### src/rtl/afp_pkg.sv
package afp_pkg;
  // Strobes from control to datapath, already qualified by the hold state.
  typedef struct packed {
    logic rxPush;   // store rxSample at the receive write slot
    logic txPush;   // store busWrData at the transmit write slot
    logic txPop;    // move the transmit head into txWord
    logic txZero;   // load zero into txWord (underrun)
  } afpStb_t;
endpackage

### src/rtl/afp_ptrs.sv
module afp_ptrs #(
  parameter int DEPTH = 8
) (
  input  logic                       clk,
  input  logic                       rst_n,
  input  logic                       push,
  input  logic                       pop,
  output logic [$clog2(DEPTH)-1:0]   wrIdx,
  output logic [$clog2(DEPTH)-1:0]   rdIdx,
  output logic [$clog2(DEPTH+1)-1:0] count
);
  localparam int PW = $clog2(DEPTH);
  localparam int CW = $clog2(DEPTH + 1);
  localparam logic [PW-1:0] LAST = PW'(DEPTH - 1);

  logic [PW-1:0] wrNext, rdNext;

  always_comb begin
    wrNext = (wrIdx == LAST) ? '0 : wrIdx + 1'b1;
    rdNext = (rdIdx == LAST) ? '0 : rdIdx + 1'b1;
  end

  always_ff @(posedge clk) begin
    if (!rst_n) begin
      wrIdx <= '0;
      rdIdx <= '0;
      count <= '0;
    end else begin
      if (push) wrIdx <= wrNext;
      if (pop)  rdIdx <= rdNext;
      case ({push, pop})
        2'b10:   count <= count + CW'(1);
        2'b01:   count <= count - CW'(1);
        default: count <= count;
      endcase
    end
  end
endmodule

### src/rtl/afp_ctrl.sv
module afp_ctrl
  import afp_pkg::*;
#(
  parameter int DEPTH       = 8,
  parameter int AF_LEVEL    = 6,
  parameter int AE_LEVEL    = 2,
  parameter int SYNC_STAGES = 2
) (
  input  logic                     clk,
  input  logic                     rst_n,
  input  logic                     freezeAsync,
  input  logic                     rxValid,
  input  logic                     busRdStrobe,
  input  logic                     busWrStrobe,
  input  logic                     txLoadReq,
  input  logic                     rxOvrClr,
  input  logic                     txUndClr,
  output afpStb_t                  stb,
  output logic [$clog2(DEPTH)-1:0] rxWrIdx,
  output logic [$clog2(DEPTH)-1:0] rxRdIdx,
  output logic [$clog2(DEPTH)-1:0] txWrIdx,
  output logic [$clog2(DEPTH)-1:0] txRdIdx,
  output logic                     frozen,
  output logic                     rxOverrun,
  output logic                     rxEmpty,
  output logic                     rxFull,
  output logic                     rxAlmostFull,
  output logic                     txUnderrun,
  output logic                     txFull,
  output logic                     txEmpty,
  output logic                     txAlmostEmpty
);
  localparam int CW = $clog2(DEPTH + 1);
  localparam logic [CW-1:0] FULL_N = CW'(DEPTH);
  localparam logic [CW-1:0] AF_N   = CW'(AF_LEVEL);
  localparam logic [CW-1:0] AE_N   = CW'(AE_LEVEL);

  // Hold-request synchronizer chain
  logic [SYNC_STAGES-1:0] syncQ;
  genvar gs;
  generate
    for (gs = 0; gs < SYNC_STAGES; gs++) begin : g_sync
      if (gs == 0) begin : g_first
        always_ff @(posedge clk) begin
          if (!rst_n) syncQ[gs] <= 1'b0;
          else        syncQ[gs] <= freezeAsync;
        end
      end else begin : g_next
        always_ff @(posedge clk) begin
          if (!rst_n) syncQ[gs] <= 1'b0;
          else        syncQ[gs] <= syncQ[gs-1];
        end
      end
    end
  endgenerate
  assign frozen = syncQ[SYNC_STAGES-1];

  logic [CW-1:0] rxCount, txCount;
  logic rxPop, rxAtFull, rxAtEmpty, txAtFull, txAtEmpty;
  logic rxDrop, txStarve;

  always_comb begin
    rxAtFull  = (rxCount == FULL_N);
    rxAtEmpty = (rxCount == '0);
    txAtFull  = (txCount == FULL_N);
    txAtEmpty = (txCount == '0);

    rxDrop      = rxValid && !frozen && rxAtFull;
    stb.rxPush  = rxValid && !frozen && !rxAtFull;
    rxPop       = busRdStrobe && !frozen && !rxAtEmpty;

    stb.txPush  = busWrStrobe && !frozen && !txAtFull;
    stb.txPop   = txLoadReq && !frozen && !txAtEmpty;
    txStarve    = txLoadReq && !frozen && txAtEmpty;
    stb.txZero  = txStarve;
  end

  afp_ptrs #(.DEPTH(DEPTH)) u_rxPtrs (
    .clk(clk), .rst_n(rst_n), .push(stb.rxPush), .pop(rxPop),
    .wrIdx(rxWrIdx), .rdIdx(rxRdIdx), .count(rxCount)
  );

  afp_ptrs #(.DEPTH(DEPTH)) u_txPtrs (
    .clk(clk), .rst_n(rst_n), .push(stb.txPush), .pop(stb.txPop),
    .wrIdx(txWrIdx), .rdIdx(txRdIdx), .count(txCount)
  );

  // Sticky error flags; a fresh error wins over a clear, and the hold blocks both.
  always_ff @(posedge clk) begin
    if (!rst_n) begin
      rxOverrun  <= 1'b0;
      txUnderrun <= 1'b0;
    end else if (!frozen) begin
      if (rxDrop)        rxOverrun <= 1'b1;
      else if (rxOvrClr) rxOverrun <= 1'b0;
      if (txStarve)      txUnderrun <= 1'b1;
      else if (txUndClr) txUnderrun <= 1'b0;
    end
  end

  always_comb begin
    rxEmpty       = rxAtEmpty;
    rxFull        = rxAtFull;
    rxAlmostFull  = (rxCount >= AF_N);
    txEmpty       = txAtEmpty;
    txFull        = txAtFull;
    txAlmostEmpty = (txCount <= AE_N);
  end
endmodule

### src/rtl/afp_data.sv
module afp_data
  import afp_pkg::*;
#(
  parameter int WIDTH = 16,
  parameter int DEPTH = 8
) (
  input  logic                     clk,
  input  logic                     rst_n,
  input  afpStb_t                  stb,
  input  logic [$clog2(DEPTH)-1:0] rxWrIdx,
  input  logic [$clog2(DEPTH)-1:0] rxRdIdx,
  input  logic [$clog2(DEPTH)-1:0] txWrIdx,
  input  logic [$clog2(DEPTH)-1:0] txRdIdx,
  input  logic [WIDTH-1:0]         rxSample,
  input  logic [WIDTH-1:0]         busWrData,
  output logic [WIDTH-1:0]         busRdData,
  output logic [WIDTH-1:0]         txWord
);
  logic [WIDTH-1:0] rxMem [DEPTH];
  logic [WIDTH-1:0] txMem [DEPTH];

  always_ff @(posedge clk) begin
    if (stb.rxPush) rxMem[rxWrIdx] <= rxSample;
    if (stb.txPush) txMem[txWrIdx] <= busWrData;
  end

  assign busRdData = rxMem[rxRdIdx];

  always_ff @(posedge clk) begin
    if (!rst_n)          txWord <= '0;
    else if (stb.txPop)  txWord <= txMem[txRdIdx];
    else if (stb.txZero) txWord <= '0;
  end
endmodule

### src/rtl/audio_fifo_freeze.sv
module audio_fifo_freeze
  import afp_pkg::*;
#(
  parameter int WIDTH       = 16,
  parameter int DEPTH       = 8,
  parameter int AF_LEVEL    = 6,
  parameter int AE_LEVEL    = 2,
  parameter int SYNC_STAGES = 2
) (
  input  logic             clk,
  input  logic             rst_n,
  input  logic             freezeAsync,
  input  logic             rxValid,
  input  logic [WIDTH-1:0] rxSample,
  input  logic             busRdStrobe,
  output logic [WIDTH-1:0] busRdData,
  input  logic             busWrStrobe,
  input  logic [WIDTH-1:0] busWrData,
  input  logic             txLoadReq,
  output logic [WIDTH-1:0] txWord,
  input  logic             rxOvrClr,
  input  logic             txUndClr,
  output logic             frozen,
  output logic             rxOverrun,
  output logic             rxEmpty,
  output logic             rxFull,
  output logic             rxAlmostFull,
  output logic             txUnderrun,
  output logic             txFull,
  output logic             txEmpty,
  output logic             txAlmostEmpty
);
  localparam int PW = $clog2(DEPTH);

  afpStb_t stb;
  logic [PW-1:0] rxWrIdx, rxRdIdx, txWrIdx, txRdIdx;

  afp_ctrl #(
    .DEPTH(DEPTH), .AF_LEVEL(AF_LEVEL), .AE_LEVEL(AE_LEVEL), .SYNC_STAGES(SYNC_STAGES)
  ) u_ctrl (
    .clk(clk), .rst_n(rst_n), .freezeAsync(freezeAsync),
    .rxValid(rxValid), .busRdStrobe(busRdStrobe), .busWrStrobe(busWrStrobe),
    .txLoadReq(txLoadReq), .rxOvrClr(rxOvrClr), .txUndClr(txUndClr),
    .stb(stb), .rxWrIdx(rxWrIdx), .rxRdIdx(rxRdIdx), .txWrIdx(txWrIdx), .txRdIdx(txRdIdx),
    .frozen(frozen), .rxOverrun(rxOverrun), .rxEmpty(rxEmpty), .rxFull(rxFull),
    .rxAlmostFull(rxAlmostFull), .txUnderrun(txUnderrun), .txFull(txFull),
    .txEmpty(txEmpty), .txAlmostEmpty(txAlmostEmpty)
  );

  afp_data #(.WIDTH(WIDTH), .DEPTH(DEPTH)) u_data (
    .clk(clk), .rst_n(rst_n), .stb(stb),
    .rxWrIdx(rxWrIdx), .rxRdIdx(rxRdIdx), .txWrIdx(txWrIdx), .txRdIdx(txRdIdx),
    .rxSample(rxSample), .busWrData(busWrData),
    .busRdData(busRdData), .txWord(txWord)
  );
endmodule

### config.mk
export PLATFORM = sky130hd
export DESIGN_NAME = audio_fifo_freeze
export DESIGN_NICKNAME = d
export VERILOG_FILES = /design/src/rtl/afp_pkg.sv /design/src/rtl/afp_ptrs.sv /design/src/rtl/afp_ctrl.sv /design/src/rtl/afp_data.sv /design/src/rtl/audio_fifo_freeze.sv
export SDC_FILE = /design/constraint.sdc
export NUM_CORES = 1
export LEC_CHECK = 0
export BUFFER_PORTS_ARGS = -buffer_cell sky130_fd_sc_hd__buf_4
export CAP_MARGIN = 20
export CORE_ASPECT_RATIO = 0.5
export CORE_MARGIN = 2
export CORE_UTILIZATION = 57
export DETAILED_ROUTE_END_ITERATION = 10
export PLACE_DENSITY = 0.88
export SLEW_MARGIN = 20
export SYNTH_ARGS = -nofsm -noshare
export SYNTH_HDL_FRONTEND = slang
export SYNTH_SLANG_ARGS = --single-unit
### constraint.sdc
create_clock -name clk -period 5.95 [get_ports clk]
set_clock_uncertainty 0.2 [all_clocks]
set_input_delay 0.595 -clock clk [delete_from_list [all_inputs] [get_ports clk]]
set_output_delay 0.595 -clock clk [all_outputs]
set_load 0.03 [all_outputs]
Word level (Yosys, flattened, before mapping)
Memories as Yosys holds them, arrays and structs flattened. A register that Yosys moved wholly into a read port is not among the register bits. Cells that the tools add are included. W data, S select, Z words.

Bits in writable memories: 256. Output and inout port bits: 41. Bits in registers: 40. Memories kept: 2. Word-level logic and storage cells: 78.

Muxes and demuxes: 20. Reduce and logical (&&, ||, !) cells: 24. $add $sub $neg: 8. Bitwise gates (word level): 1. Eq/ne operators: 10. $lt $le $gt $ge: 2.

Memories: u_data.rxMem (depth 8, width 16, read ports 1, clocked after memory_dff 1, write ports 1, line afp_data.sv:19) `logic [WIDTH-1:0] rxMem [DEPTH];`; u_data.txMem (depth 8, width 16, read ports 1, clocked after memory_dff 1, write ports 1, line afp_data.sv:20) `logic [WIDTH-1:0] txMem [DEPTH];`.

Operator list (count): $mux W16 (2); $mux W3 (8); $pmux W4 S2 (2); $add A3 B1 Y3 const B (4); $eq A3 B3 Y1 const B (4); $logic_and A1 B1 Y1 (10); $reduce_bool A2 Y1 (5); $add A4 B1 Y4 const B (2); $eq A4 B4 Y1 const B (2); $logic_not A4 Y1 (2); $mux W1 (8); $sub A4 B1 Y4 const B (2); $logic_not A1 Y1 (5); $eq A2 B1 Y1 const B (2); $eq A2 B2 Y1 const B (2); $ge A4 B3 Y1 const B (1); $le A4 B2 Y1 const B (1); $reduce_and A2 Y1 (2); $not A1 Y1 (1).

Depth between registers and ports, before layout
Word-level depth: 5. Mapped depth: 11. Gate-level depth less buffers: 9.

Modules after synthesis
Synthesis repeated with hierarchy kept, for this count alone.

Cells, all modules: 620. Area total of the unflattened synthesis: 11818.8 um2.

By module, submodules not included: afp_data (instances 1, area an instance 10483.8 um2, seq. area each 8007.7 um2, cells each 490); afp_ptrs (instances 2, area an instance 535.5 um2, seq. area each 200.2 um2, cells each 53); afp_ctrl (instances 1, area an instance 264.0 um2, seq. area each 80.1 um2, cells each 24).

Least setup slack after synthesis
No wires, ideal clock.

Path type: register -> register. Start point: register u_ctrl.u_txPtrs.count[1]. End point: register u_ctrl.u_txPtrs.count[2]. Slack: 2.541 ns. Library setup time: 0.076 ns. Data required time: 5.674 ns. Period minus slack after synthesis: 3.409 ns. Arrival time: 3.133 ns. Stages on the path, launching flop included: 12. Path through: dfxtp_1 > buf_2 > nor4b_1 > or3b_1 > buf_2 > ha_1 > xor2_1 > ha_1 > a21oi_1 > xor2_1 > or3_1 > a21boi_0.

Longest elaborated chain between the ends: 5. Elaborated cells on any way between the ends: 12.

Ends and longest elaborated chain: from (decl) (line afp_ptrs.sv:10) `output logic [$clog2(DEPTH+1)-1:0] count`; from (signal assigned) (line afp_ptrs.sv:32) `2'b10: count <= count + CW'(1);`; from (signal assigned) (line afp_ptrs.sv:33) `2'b01: count <= count - CW'(1);`; from (signal assigned) (line afp_ptrs.sv:34) `default: count <= count;`; $eq A4 B4 Y1 (*) (line afp_ctrl.sv:65) `txAtFull = (txCount == FULL_N);`; net txFull (line audio_fifo_freeze.sv:29) `output logic txFull,`; $logic_not A1 Y1 (*) (line afp_ctrl.sv:72) `stb.txPush = busWrStrobe && !frozen && !txAtFull;`; $logic_and A1 B1 Y1 (*) (line afp_ctrl.sv:72); $eq A2 B1 Y1 / $eq A2 B2 Y1 (equally long branches) (line afp_ptrs.sv:31) `case ({push, pop})`; $pmux W4 S2 / $reduce_bool A2 Y1 (equally long branches).

Mark *: on every way through the listed nets, which the timed path passes. The rest lies on a longest branch. A chain may end at the register's enable or synchronous reset.

==> summary.md <==
| Metric | Value |
|---|---|
| Nets | 737 |
| DR WL/cell | 22.11 um |
| Max VDD drop | 0.2063 mV |
| CTS tree | yes |
| Total power | 5.303 mW |
| Post-route ant nets | 0 |
| CTS Root Cell | clkbuf_16 |
| Crit path capture type | output port |
| Final Core Density | 68.14% |
| Antenna Cells | 0 |
| Comb pwr share | 21.4% |
| Adder-cell share of the synthesized area | 1.510% |
| Worst Setup Path Type | reg -> out |
| First-pass GRT wire length | 33360 um |
| Die height | 104.9 um |
| Worst setup path endpoint | busRdData[3] |
| 1st-iter DRT viols | 393 |
| Final HPWL DP | 12410 um |
| PD cells | 395.4 nW/um^2 |
| Die area | 21580 um^2 |
| Drt drc | 0 |
| Synth Area in Compound Gates | 1.855% |
| Xor and xnor area share after synthesis | 0.4530% |
| Vias | 5682 |
| Via density | 5.882 |
| Core ar. | 19680 um^2 |
| Req. time, crit path | 5.16 ns |
| Final Max Tran Viols | 0 |
| RSZ-0062 raised after global routing | no |
| EDFF count, synth | 256 |
| Initial antenna violation count | 0 |
| Slew Limit Headroom | 30.71% |
| LEAKAGE | 4.421 nW |
| Deepest level of the CTS H-tree | 1 |
| Worst Reg-to-Reg Cells | 5 |
| Final setup violating endpoints | 0 |
| Starting density of the core | 58.93% |
| FF+latch area | 8615 um^2 |
| Largest family of logic cells by synthesized area | multiplexers |
| Post-synthesis sequential area ratio | 74.21% |
| Cell variety after synth | 39 |
| Vias in the first global route | 5909 |
| F_max | 308.2 MHz |
| Area of the multi-input gates | 2939 um^2 |
| CTS Buffer Depth | 3 |
| Startpoint Class | flop |
| Gpl congestion | 0.7203 |
| Clock Power Share | 30.7% |
| First-pass iteration count of the detailed router | 5 |
| Final Hold Viols | 0 |
| FF-to-FF End | u_data.rxMem[5][6] |
| Synth Area per Inst | 19.66 um^2 |
| Post-synthesis mux area share | 16.48% |
| Net Sw Frac | 26.91% |
| Largest net degree at the start of global routing | 33 |
| CTS Sinks | 302 |
| Measured slew at the worst slew-check pin | 1.036 ns |
| TNS Setup | 0 ns |
| Int Pwr | 3.876 mW |
| Overall Global Routing Usage | 20.55% |
| Synth Warn # | 0 |
| Synth Flop Type | edfxtp_1 |
| Simple-gate share of the synthesized area | 4.315% |
| Rows | 36 |
| Fin crit share | 54.54% |
| CTS buffer count | 24 |
| Flop and latch count out of synthesis | 302 |
| Grt ovf | 0 |
| IO buf count | 81 |
| Worst R2R Setup Slack | 2.88 ns |
| Flop pwr share | 47.9% |
| Hold Crit Class | in -> reg |
| Non-Filler Instances | 966 |
| Max Cap Violations | 0 |
| Ys async rst share | 0% |
| Worst Path Arrival | 2.45 ns |
| Mapped Area | 11600 um^2 |
| Area Overhead vs Synth | 15.62% |
| Post-layout min period | 3.245 ns |
| Syn nets | 645 |
| Die Wd | 205.7 um |
| Postcts setup bufs | 0 |
| Filler Cell Count | 1192 |
| Status | finished, final reports clean |
| Switch Pwr | 1.427 mW |
| Cells after DPL | 922 |
| CP Max Fanout | 32 |
| Post-Syn Instances | 590 |
| Clock latency on the worst-skew pair | 0.53 ns |
| RR Startpoint | u_ctrl.u_rxPtrs.count[1] |
| Share of cells above drive strength 1 | 32.86% |
| Hold_buf cts | 0 |
| Ports | 82 |
| PostCTS Resize Cnt | 0 |
| Post-Route WL | 21360 um |
| CTS clk-pin slew, worst paths | 0.07 ns |
==> worst min path at each step <==
stage / start / to / cells after the start
finish: freezeAsync / u_ctrl.syncQ[0] / 2
global route: freezeAsync / u_ctrl.syncQ[0] / 2
CTS: freezeAsync / u_ctrl.syncQ[0] / 2
detailed placement: u_data.txWord[15] / u_data.txWord[15] / 2
global placement: u_ctrl.syncQ[0] / u_ctrl.frozen / 1
floorplan: u_ctrl.syncQ[0] / u_ctrl.frozen / 1
==> state kept, by name, indices dropped and copies added (netlist names), named ones only <==
register	count
u_ctrl.u_rxPtrs.count	4
u_data.txMem	128
u_ctrl.rxOverrun	1
u_data.txWord	16
u_ctrl.u_rxPtrs.wrIdx	3
u_ctrl.txUnderrun	1
u_ctrl.u_txPtrs.count	4
u_ctrl.syncQ	1
u_ctrl.u_txPtrs.wrIdx	3
u_ctrl.u_rxPtrs.rdIdx	3
u_ctrl.u_txPtrs.rdIdx	3
u_data.rxMem	128
u_ctrl.frozen	1
==> per-stage QoR <==
stage          setup WS, ns  area (um^2)  hold WS (ns)
3_3_place_gp          2.853        12610        0.2202
3_5_place_dp          2.769        12610        0.2435
2_1_floorplan         2.541        11600        0.2119
5_1_grt               2.591        13410       0.07551
6_report              2.705        13410       0.08278
4_1_cts               2.661        13410       0.06510
==> critical path: stages (launching register included) <==
cell	delay [ns]
dfxtp_2	0.32
buf_4	0.49
mux4_2	0.60
mux2_2	0.30
buf_4	0.18
==> final cells by class <==
class / count / share of cell area (%)
Clock buffer: 30 / 4.879
Clock inverter: 14 / 1.120
Inverter: 4 / 0.1120
Multi-Input combinational cell: 256 / 21.91
Sequential cell: 302 / 64.23
Tap cell: 266 / 2.482
Timing Repair Buffer: 94 / 5.262
==> cells in the mapped netlist (4+ instances only) <==
master    count  share of area, %
nand2b_1      9              0.49
buf_2        13              0.56
nor2_1        9              0.29
mux2_2       16               1.6
and2_1        5              0.27
o21ai_0      15              0.65
or3_1         5              0.27
nor2b_1      14              0.76
dfxtp_1      46               7.9
clkbuf_1     13              0.42
o21ai_1       7              0.30
edfxtp_1    256                66
nand2_1      25              0.81
mux4_2       64                12
xor2_1        4              0.30
ha_1         14               1.5
nor3_1        8              0.35
a21boi_0      4              0.26
mux2i_1      29               2.5
inv_1         4              0.13
==> layer usage <==
layer | GRT usage (%) | routed length (um)
met1 | 27.62 | 8975
met2 | 35.31 | 10920
met3 | 3.525 | 1053
met4 | 5.190 | 413
met5 | 0 | 0
==> placed cells by master (no fill, tap or decap), types with 5 or more instances in the layout <==
| master | netlist | final |
|---|---|---|
| mux4_2 | 64 | 64 |
| buf_4 | 0 | 94 |
| mux2_2 | 16 | 16 |
| dfxtp_1 | 46 | 41 |
| ha_1 | 14 | 14 |
| nand2_1 | 25 | 25 |
| edfxtp_1 | 256 | 256 |
| dfxtp_2 | 0 | 5 |
| nor2b_1 | 14 | 14 |
| o21ai_0 | 15 | 15 |
| or3_1 | 5 | 5 |
| mux2i_1 | 29 | 29 |
| and2_1 | 5 | 5 |
| clkbuf_16 | 0 | 25 |
| nor3_4 | 0 | 5 |
| nand2b_1 | 9 | 9 |
| o21ai_1 | 7 | 7 |
| nor2_1 | 9 | 9 |
==> power by group through the flow <==
stage	Combinational, mW	Clock, mW	Sequential (mW)
3_5_place_dp	1.14	0	2.59
6_report	1.13	1.63	2.54
4_1_cts	1.15	1.66	2.54
2_1_floorplan	0.803	0	2.58
3_3_place_gp	1.11	0	2.57
5_1_grt	1.22	1.73	2.56
==> logic make-up (layout without fill, tap and decap cells) <==
logic type,Yosys count,after routing
AO/OA/AOI/OAI,37,37
buffers and inverters,32,142
flip-flops,302,302
AND/OR/NAND/NOR,90,90
XOR/XNOR,6,6
adder cells (fa/ha/maj),14,14
multiplexers,109,109
No activity file was read; power rests on OpenSTA's default activity.
